[src/rtl/sw_pkg.sv]
package sw_pkg;
    typedef enum logic [1:0] {
        CLIP_NONE = 2'd0,
        CLIP_HIGH = 2'd1,
        CLIP_LOW  = 2'd2
    } clip_e;
endpackage

[src/rtl/sw_widen.sv]
module sw_widen #(
    parameter int IN_W    = 8,
    parameter int CORE_W  = 16,
    parameter int GUARD_W = 4
) (
    input  logic               clk,
    input  logic               rst_n,
    input  logic [GUARD_W-1:0] guard,
    input  logic               in_vld,
    input  logic [IN_W-1:0]    in_dat,
    output logic               out_vld,
    output logic [CORE_W-1:0]  out_dat
);
    localparam int MAX_G = CORE_W - IN_W;

    logic [GUARD_W-1:0] shamt;
    logic [CORE_W-1:0]  ext;
    logic [CORE_W-1:0]  placed;

    // Sign-extend the sample, then lift it so that its MSB lands at 15-G.
    always_comb begin
        shamt  = GUARD_W'(MAX_G) - guard;
        ext    = {{(CORE_W-IN_W){in_dat[IN_W-1]}}, in_dat};
        placed = ext << shamt;
    end

    always_ff @(posedge clk) begin
        if (!rst_n) begin
            out_vld <= 1'b0;
            out_dat <= '0;
        end else begin
            out_vld <= in_vld;
            if (in_vld) out_dat <= placed;
        end
    end

    AST_WIDE_LAT: assert property (@(posedge clk) disable iff (!rst_n)
        in_vld |=> out_vld);
    AST_WIDE_IDLE: assert property (@(posedge clk) disable iff (!rst_n)
        !in_vld |=> (!out_vld && $stable(out_dat)));
    AST_WIDE_SIGN: assert property (@(posedge clk) disable iff (!rst_n)
        in_vld |=> (out_dat[CORE_W-1] == $past(in_dat[IN_W-1])));
    AST_WIDE_LOWZERO: assert property (@(posedge clk) disable iff (!rst_n)
        (in_vld && guard == '0) |=> (out_dat[MAX_G-1:0] == '0));
endmodule

[src/rtl/sw_narrow.sv]
module sw_narrow
    import sw_pkg::*;
#(
    parameter int IN_W    = 16,
    parameter int OUT_W   = 8,
    parameter int GUARD_W = 4
) (
    input  logic               clk,
    input  logic               rst_n,
    input  logic [GUARD_W-1:0] guard,
    input  logic               round_en,
    input  logic               in_vld,
    input  logic [IN_W-1:0]    in_dat,
    output logic               out_vld,
    output logic [OUT_W-1:0]   out_dat,
    output logic               out_ovf
);
    localparam int MAX_G = IN_W - OUT_W;
    localparam int EXT_W = IN_W + 1;
    localparam logic signed [EXT_W-1:0] POS_LIM = EXT_W'((2 ** (OUT_W - 1)) - 1);
    localparam logic signed [EXT_W-1:0] NEG_LIM = -POS_LIM - EXT_W'(1);
    localparam logic [OUT_W-1:0] CODE_HI = {1'b0, {(OUT_W-1){1'b1}}};
    localparam logic [OUT_W-1:0] CODE_LO = {1'b1, {(OUT_W-1){1'b0}}};

    logic [GUARD_W-1:0]       shamt;
    logic signed [EXT_W-1:0]  rnd;
    logic signed [EXT_W-1:0]  sum;
    logic signed [EXT_W-1:0]  shifted;
    clip_e                    clip;
    logic [OUT_W-1:0]         code;

    // Rounding is done one bit wider so that a carry past the top is kept.
    always_comb begin
        shamt = GUARD_W'(MAX_G) - guard;
        rnd   = '0;
        if (round_en && (guard < GUARD_W'(MAX_G)))
            rnd = EXT_W'(1) << (shamt - GUARD_W'(1));
        sum     = $signed({in_dat[IN_W-1], in_dat}) + rnd;
        shifted = sum >>> shamt;
    end

    // Sort the shifted value into one of the three outcomes.
    always_comb begin
        if (shifted > POS_LIM)      clip = CLIP_HIGH;
        else if (shifted < NEG_LIM) clip = CLIP_LOW;
        else                        clip = CLIP_NONE;
    end

    always_comb begin
        unique case (clip)
            CLIP_HIGH: code = CODE_HI;
            CLIP_LOW:  code = CODE_LO;
            default:   code = shifted[OUT_W-1:0];
        endcase
    end

    always_ff @(posedge clk) begin
        if (!rst_n) begin
            out_vld <= 1'b0;
            out_dat <= '0;
            out_ovf <= 1'b0;
        end else begin
            out_vld <= in_vld;
            out_ovf <= in_vld && (clip != CLIP_NONE);
            if (in_vld) out_dat <= code;
        end
    end

    AST_NAR_LAT: assert property (@(posedge clk) disable iff (!rst_n)
        in_vld |=> out_vld);
    AST_NAR_HOLD: assert property (@(posedge clk) disable iff (!rst_n)
        !in_vld |=> (!out_vld && $stable(out_dat)));
    AST_OVF_WITH_VLD: assert property (@(posedge clk) disable iff (!rst_n)
        out_ovf |-> out_vld);
    AST_SAT_CODE: assert property (@(posedge clk) disable iff (!rst_n)
        out_ovf |-> (out_dat == CODE_HI || out_dat == CODE_LO));
    AST_SAT_SIGN: assert property (@(posedge clk) disable iff (!rst_n)
        in_vld |=> (!out_ovf || out_dat[OUT_W-1] == $past(in_dat[IN_W-1])));
endmodule

[src/rtl/smp_width_conv.sv]
module smp_width_conv #(
    parameter int SMP_W   = 8,
    parameter int CORE_W  = 16,
    parameter int GUARD_W = $clog2(CORE_W - SMP_W + 1)
) (
    input  logic               clk,
    input  logic               rst_n,
    input  logic [GUARD_W-1:0] cfg_guard,
    input  logic               cfg_round,
    input  logic               wide_in_vld,
    input  logic [SMP_W-1:0]   wide_in_dat,
    output logic               wide_out_vld,
    output logic [CORE_W-1:0]  wide_out_dat,
    input  logic               nar_in_vld,
    input  logic [CORE_W-1:0]  nar_in_dat,
    output logic               nar_out_vld,
    output logic [SMP_W-1:0]   nar_out_dat,
    output logic               nar_out_ovf
);
    sw_widen #(
        .IN_W    (SMP_W),
        .CORE_W  (CORE_W),
        .GUARD_W (GUARD_W)
    ) u_widen (
        .clk     (clk),
        .rst_n   (rst_n),
        .guard   (cfg_guard),
        .in_vld  (wide_in_vld),
        .in_dat  (wide_in_dat),
        .out_vld (wide_out_vld),
        .out_dat (wide_out_dat)
    );

    sw_narrow #(
        .IN_W    (CORE_W),
        .OUT_W   (SMP_W),
        .GUARD_W (GUARD_W)
    ) u_narrow (
        .clk      (clk),
        .rst_n    (rst_n),
        .guard    (cfg_guard),
        .round_en (cfg_round),
        .in_vld   (nar_in_vld),
        .in_dat   (nar_in_dat),
        .out_vld  (nar_out_vld),
        .out_dat  (nar_out_dat),
        .out_ovf  (nar_out_ovf)
    );
endmodule

[config.mk]
export PLATFORM = sky130hd
export DESIGN_NAME = smp_width_conv
export DESIGN_NICKNAME = d
export VERILOG_FILES = /design/src/rtl/sw_pkg.sv /design/src/rtl/sw_widen.sv /design/src/rtl/sw_narrow.sv /design/src/rtl/smp_width_conv.sv
export SDC_FILE = /design/constraint.sdc
export NUM_CORES = 1
export LEC_CHECK = 0
export CAP_MARGIN = 40
export CORE_AREA = 4 4 97 99
export CTS_BUF_LIST = sky130_fd_sc_hd__clkbuf_2 sky130_fd_sc_hd__clkbuf_4 sky130_fd_sc_hd__clkbuf_8
export CTS_CLUSTER_DIAMETER = 200
export DETAILED_ROUTE_END_ITERATION = 12
export DIE_AREA = 0 0 101 103
export DONT_BUFFER_PORTS = 1
export HOLD_SLACK_MARGIN = 0.15
export PLACE_DENSITY_LB_ADDON = 0.12
export RECOVER_POWER = 25
export SLEW_MARGIN = 20
export SYNTH_ARGS = -nofsm -noshare
export SYNTH_HDL_FRONTEND = slang
export SYNTH_SLANG_ARGS = --single-unit
[constraint.sdc]
create_clock -name clk -period 5.6 [get_ports clk]
set_input_delay 0 -clock clk [delete_from_list [all_inputs] [get_ports clk]]
set_output_delay 0 -clock clk [all_outputs]
set_load 0.05 [all_outputs]
==> impl_metrics.toml, run 1 <==
[status]
status = "complete, no violations"

[routing]
drc = 0
wl_per_cell_um = 17.9
drtIter0Drc = 296
viasPerCell = 5.95
ant_nets = 0
vias = 3342
drt_wl_total_um = 10100
dr.pass1.iters = 5

[worst_setup_path]
crit_slowest_cell = "xnor2_1"
path_class = "input port to flop"
rr_startpoint = "u_widen.out_dat[4]"
worst_path_most_repeated_cell = "nand2_1"
critical_path.max_stage_delay_ns = 0.58
startpoint_type = "input port"
worst_ep_required_time_ns = 5.80
reg2reg_depth = 4
path_max_fanout = 25
worstReg2RegEnd = "u_widen.out_dat[4]"
endpoint_kind = "flop"
crit_chain = "clkinv_1, ha_1, buf_4, clkinv_1, nand2_1, nor2_1, nor2_1, nand2_1, inv_1, ha_1, a211oi_1, o21ai_0, nand2_1, nand3_1, xnor2_1, a222oi_1, nand2_1, o221ai_1, and4_1, o21a_2, a211oi_1"
arrival_ns = 4.59
r2r_slack_ns = 3.99

[pwr]
ir_drop_v = 0.0000827
powerDensity_nw_per_um2 = 181
p_leak_uw = 0.00150

[global_route]
grt_usage = 0.194
grt_pass1_wl_um = 16500
grt_pass1_vias = 3135
grt_antenna_before_repair = 0
grt_start_max_net_pins = 28
overflow = 0

[sta]
fin_crit_sh = 0.785
fin_ws_ns = 1.20
period_minus_slack_ns = 4.40
slew_violations = 0
tightest_slew_ns = 0.776
final.setup.tns_ns = 0
skew_ns = 0
fmax_ghz = 0.227
finalHoldViolCount = 0
setup_viol = 0
rsz0062_at_grt = "no"
maxSlewHeadroom = 0.481

[final_layout]
seqCellArea_um2 = 541
syn_to_final_growth_pct = 8.05
utilization = 0.424
layout.nets = 510
drive_gt1_frac = 0.0881
instances_no_fill = 562
multi_input_area_um2 = 2690
antenna_cells = 0
num-fill-cells = 882

[synth]
synth_area_um2 = 3360
synth-main-ff-cell = "dfxtp_1"
postSynthNetCount = 510
synth-edff-count = 0
syn_inst = 455
async_flop_share = 0
synth-seq-area-share = 0.161
postSynthAreaPerCell_um2 = 7.38
synth_cell_types = 69
synth-warning-count = 0
synth_seq_cells = 27

[floorplan]
die_y_um = 103
core_area_um2 = 8550
rows = 34
die_w_um = 101
start_util = 0.393
ios = 60
die_area_um2 = 10400

[worst_hold_path]
min_to = "u_widen.out_dat[1]"
holdCritStartpoint = "wide_in_dat[1]"
min_path_cells = 4
hold_class = "input port to flop"

[placed_design]
gp_congestion = 0.917
dpl.cell_count = 548
numPortBuffers = 0
dp_slack_ns = 1.09
dpl.hpwl_um = 7840

[cts]
clk_path_buf_depth = 2
h-tree-depth = 1
cts.reportedPaths.clkPinSlew_ns = 0.10
insertion_delay_ns = 0.27
numCtsBuffers = 3
cts-resized-gates = 0
ctsHoldBuffers = 9
post_cts_buffers = 0
cts_tree = "yes"
clock_sinks = 27
clock-root-buffer = "clkbuf_8"

[run]
maxCapViolCount = 0
[metal layers]
metal / wire (um) / GRT usage / up-vias
met3: 525 / 0.0291 / 6
li1: - / - / 1674
met5: 0 / 0 / -
met1: 4970 / 0.284 / 1566
met2: 4530 / 0.310 / 96
met4: 52 / 0.0194 / 0
[cell usage in the layout, fill, tap and decap left out, types with 13 or more instances in the layout]
| master | n |
|---|---|
| o21ai_0 | 20 |
| nor2_1 | 42 |
| ha_1 | 21 |
| nand2_1 | 59 |
| mux2i_1 | 24 |
| o211ai_1 | 13 |
| nand3_1 | 16 |
| a21oi_1 | 34 |
| and2_1 | 13 |
| dfxtp_1 | 27 |
[power breakdown]
group	total, uW	switching, uW	internal [uW]
Combinational	276	169	107
Sequential	269	61.6	207
Clock	113	62.5	50.5
[how the worst max path moves through the flow]
stage,start,to,slack (ns),cells after the start
final,cfg_guard[0],u_narrow.out_dat[6],1.20,21
after global routing,cfg_guard[0],u_narrow.out_dat[2],0.88,21
after CTS,cfg_guard[0],u_narrow.out_dat[2],1.37,21
after detailed placement,cfg_guard[0],u_narrow.out_dat[2],1.09,21
after global placement,cfg_guard[0],u_narrow.out_dat[2],1.08,21
after floorplan,cfg_guard[0],u_narrow.out_dat[2],1.02,22
[synth_stat cells (7+ instances only)]
cell type	count	share of area
nand2_1	59	0.066
nor2_1	42	0.047
a21oi_1	34	0.051
dfxtp_1	27	0.16
mux2i_1	24	0.072
ha_1	21	0.078
o21ai_0	20	0.030
nand3_1	16	0.024
clkbuf_1	14	0.016
and2_1	13	0.024
o211ai_1	13	0.029
and3_1	11	0.021
nand2b_1	10	0.019
a211oi_1	9	0.020
inv_1	9	0.010
xnor2_1	9	0.023
a21boi_0	8	0.018
nor3_1	8	0.012
a31oi_1	7	0.013
[final cells by class]
cell class                 count  area share
clock buffer                   3      0.0114
clock inverter                 1     0.00207
inverter                      11      0.0114
multi-input combinational    393       0.741
sequential                    27       0.149
tap                          108      0.0373
timing repair buffer          19      0.0476
[worst max-delay path, delay by kind of cell]
family          cells  cell delay, ns
fa+ha+maj           2            0.66
buf+inv             4            0.53
compound gates      6            1.62
xor+xnor            1            0.58
simple gates        8            1.19
[cells by family (layout without fill, tap and decap cells)]
logic type | after synthesis | after routing | synth area share
compound gates | 149 | 149 | 0.322
xor+xnor | 18 | 18 | 0.0593
fa+ha+maj | 22 | 22 | 0.0842
buf+inv | 35 | 34 | 0.0425
flops | 27 | 27 | 0.161
mux | 27 | 27 | 0.0824
simple gates | 177 | 177 | 0.249
[state kept, by name (all words and copies together) (netlist names)]
| register | count |
|---|---|
| u_narrow.out_dat | 8 |
| u_narrow.out_ovf | 1 |
| u_narrow.out_vld | 1 |
| u_widen.out_dat | 16 |
| u_widen.out_vld | 1 |
[through the flow]
stage / hold slack, ns / instance area [um^2] / power, uW
3_3_place_gp: 0.130 / 3470 / 534
2_1_floorplan: 0.144 / 3360 / 479
3_5_place_dp: 0.132 / 3470 / 533
4_1_cts: 0.157 / 3610 / 660
6_report: 0.165 / 3630 / 657
5_1_grt: 0.195 / 3630 / 702
No activity file was read; power rests on OpenSTA's default activity.
==> inputs of run 2 (changes only) <==
clock period = 4.1 ns   (was 5.6 ns; I/O delays follow)
==> run 2 against run 1 <==
Sequential cell count did not move; final cell count rose by 3.7%; setup slack got worse by 0.88 ns; clock skew did not move; highest routed layer unchanged; sequential power rose by 36%; count of clock-buffer cells in the layout did not move; sequential share of layout area fell by 0.91 points; critical path type unchanged; via count rose by 2.2%; clock power rose by 31%; register-to-register slack got worse by 1.5 ns; core utilization rose by 2.8 points.
==> impl_metrics.toml, run 2 (synthesis results as in run 1) <==
[status]
status = "complete, no violations"

[routing]
ant_nets = 0
drc = 0
viasPerCell = 5.86
vias = 3415
wl_per_cell_um = 17.2
drt_wl_total_um = 10000
drtIter0Drc = 196
dr.pass1.iters = 5

[sta]
final.setup.tns_ns = 0
rsz0062_at_grt = "no"
finalHoldViolCount = 0
setup_viol = 0
fmax_ghz = 0.265
slew_violations = 0
skew_ns = 0
period_minus_slack_ns = 3.78
fin_crit_sh = 0.922
maxSlewHeadroom = 0.495
tightest_slew_ns = 0.755

[global_route]
overflow = 0
met3_usage = 0.0352
grt_usage = 0.193
grt_pass1_vias = 3277
busiest_layer = "met2"
grt_start_max_net_pins = 28
grt_antenna_before_repair = 0
grt_pass1_wl_um = 16500
grt_use_met1 = 0.280
grt_use_met2 = 0.308

[worst_setup_path]
reg2reg_depth = 4
cp_num_cells = 20
worst_path_most_repeated_cell = "ha_1"
worst_ep_required_time_ns = 4.26
startpoint_type = "input port"
crit_chain = "clkinv_2, ha_1, xor2_4, nand2_2, xnor2_1, nor2_1, ha_1, inv_1, fa_1, nand2b_1, a21oi_2, o31a_4, a41oi_2, xnor2_4, a221oi_2, nand2_1, a221oi_4, and4_1, o21a_2, o22ai_1"
path_class = "input port to flop"
crit_slowest_cell = "fa_1"
endpoint_kind = "flop"
critical_path.max_stage_delay_ns = 0.38
arrival_ns = 3.94
critPathBufInv = 2
path_max_fanout = 25
cpLargestDelayFamily = "compound AO/OA/AOI/OAI gates"

[floorplan]
die_y_um = 103
rows = 34
die_area_um2 = 10400
core_area_um2 = 8550
die_w_um = 101
ios = 60
start_util = 0.393

[placed_design]
dpl.hpwl_um = 7900
numPortBuffers = 0
gp_congestion = 0.915

[pwr]
powerDensity_nw_per_um2 = 239
ir_drop_v = 0.000156
p_leak_uw = 0.00163

[run]
maxCapViolCount = 0

[cts]
clock_sinks = 27
clock-root-buffer = "clkbuf_8"
cts.reportedPaths.clkPinSlew_ns = 0.09
h-tree-depth = 1
cts_tree = "yes"
clk_path_buf_depth = 2
insertion_delay_ns = 0.27
numCtsBuffers = 3

[final_layout]
layout.nets = 531
top_register = "u_widen.out_dat"
final_common_cell = "nand2_1"
reg_top3 = "u_widen.out_dat: 16 flops, u_narrow.out_dat: 8 flops"
syn_to_final_growth_pct = 15.1
drive_gt1_frac = 0.145
utilization = 0.452
antenna_cells = 0
final_cell_mix = "nand2_1, nor2_1, a21oi_1"
largest_register_ffs = 16

[worst_hold_path]
hold_class = "input port to flop"
min_path_cells = 5
[run 2: cell types whose count changed in the layout (fill, tap and decap cells not counted), sizes merged]
cell,before,now
clkinv,2,3
buf,10,32
clkinvlp,1,0
dlygate4sd3,9,8
[run 2: repair_timing]
| action | in CTS | in global routing |
|---|---|---|
| buffers inserted | 0 | 1 |
| hold buffers | 8 | 0 |
| setup endpoints to repair | 0 | 8 |
| resized for setup | 0 | 4 |
| hold endpoints to repair | 27 | 0 |
[run 2: path summary, 6_finish.rpt]
kind,end,slack [ns],startpoint
setup / recovery,u_narrow.out_dat[2],0.32,cfg_guard[0]
hold / removal,u_widen.out_dat[4],0.19,wide_in_dat[0]
setup reg to reg,u_widen.out_dat[7],2.50,u_widen.out_dat[7]
hold reg to reg,u_narrow.out_dat[7],0.72,u_narrow.out_dat[7]
[run 2: worst register-to-register path, cell delays in order, from the launching register on]
cell           delay (ns)
dfxtp_1              0.65
inv_1                0.08
o22ai_1              0.15
and2_1               0.13
dlygate4sd3_1        0.54
[run 2: per-stage QoR]
step | cell area [um^2] | power, uW | instances | hold slack (ns) | setup WS [ns]
after detailed placement | 3670 | 752 | 569 | 0.131 | -0.210
after floorplan | 3410 | 660 | 455 | 0.144 | 0.0473
after CTS | 3800 | 918 | 581 | 0.179 | 0.0701
final | 3860 | 924 | 583 | 0.193 | 0.321
after global routing | 3860 | 995 | 583 | 0.218 | 0.0199
after global placement | 3670 | 752 | 569 | 0.131 | -0.299
[run 2: layout make-up]
class | instances | area, um^2
clock inverter | 1 | 5.00
tap | 108 | 135
clock buffer | 3 | 41.3
multi-input combinational | 393 | 2770
fill | 877 | 4690
sequential | 27 | 541
inverter | 11 | 43.8
timing repair buffer | 40 | 328
[run 2: where the power goes]
| group | internal (uW) | total, uW | switching, uW |
|---|---|---|---|
| clock network | 68.0 | 148 | 80.2 |
| registers | 283 | 367 | 84.0 |
| logic | 171 | 409 | 239 |
[run 2: metal layers]
metal | wire length (um) | share of wire
met1 | 4740 | 0.47
met2 | 4680 | 0.47
met3 | 542 | 0.054
met4 | 78 | 0.0078
met5 | 0 | 0
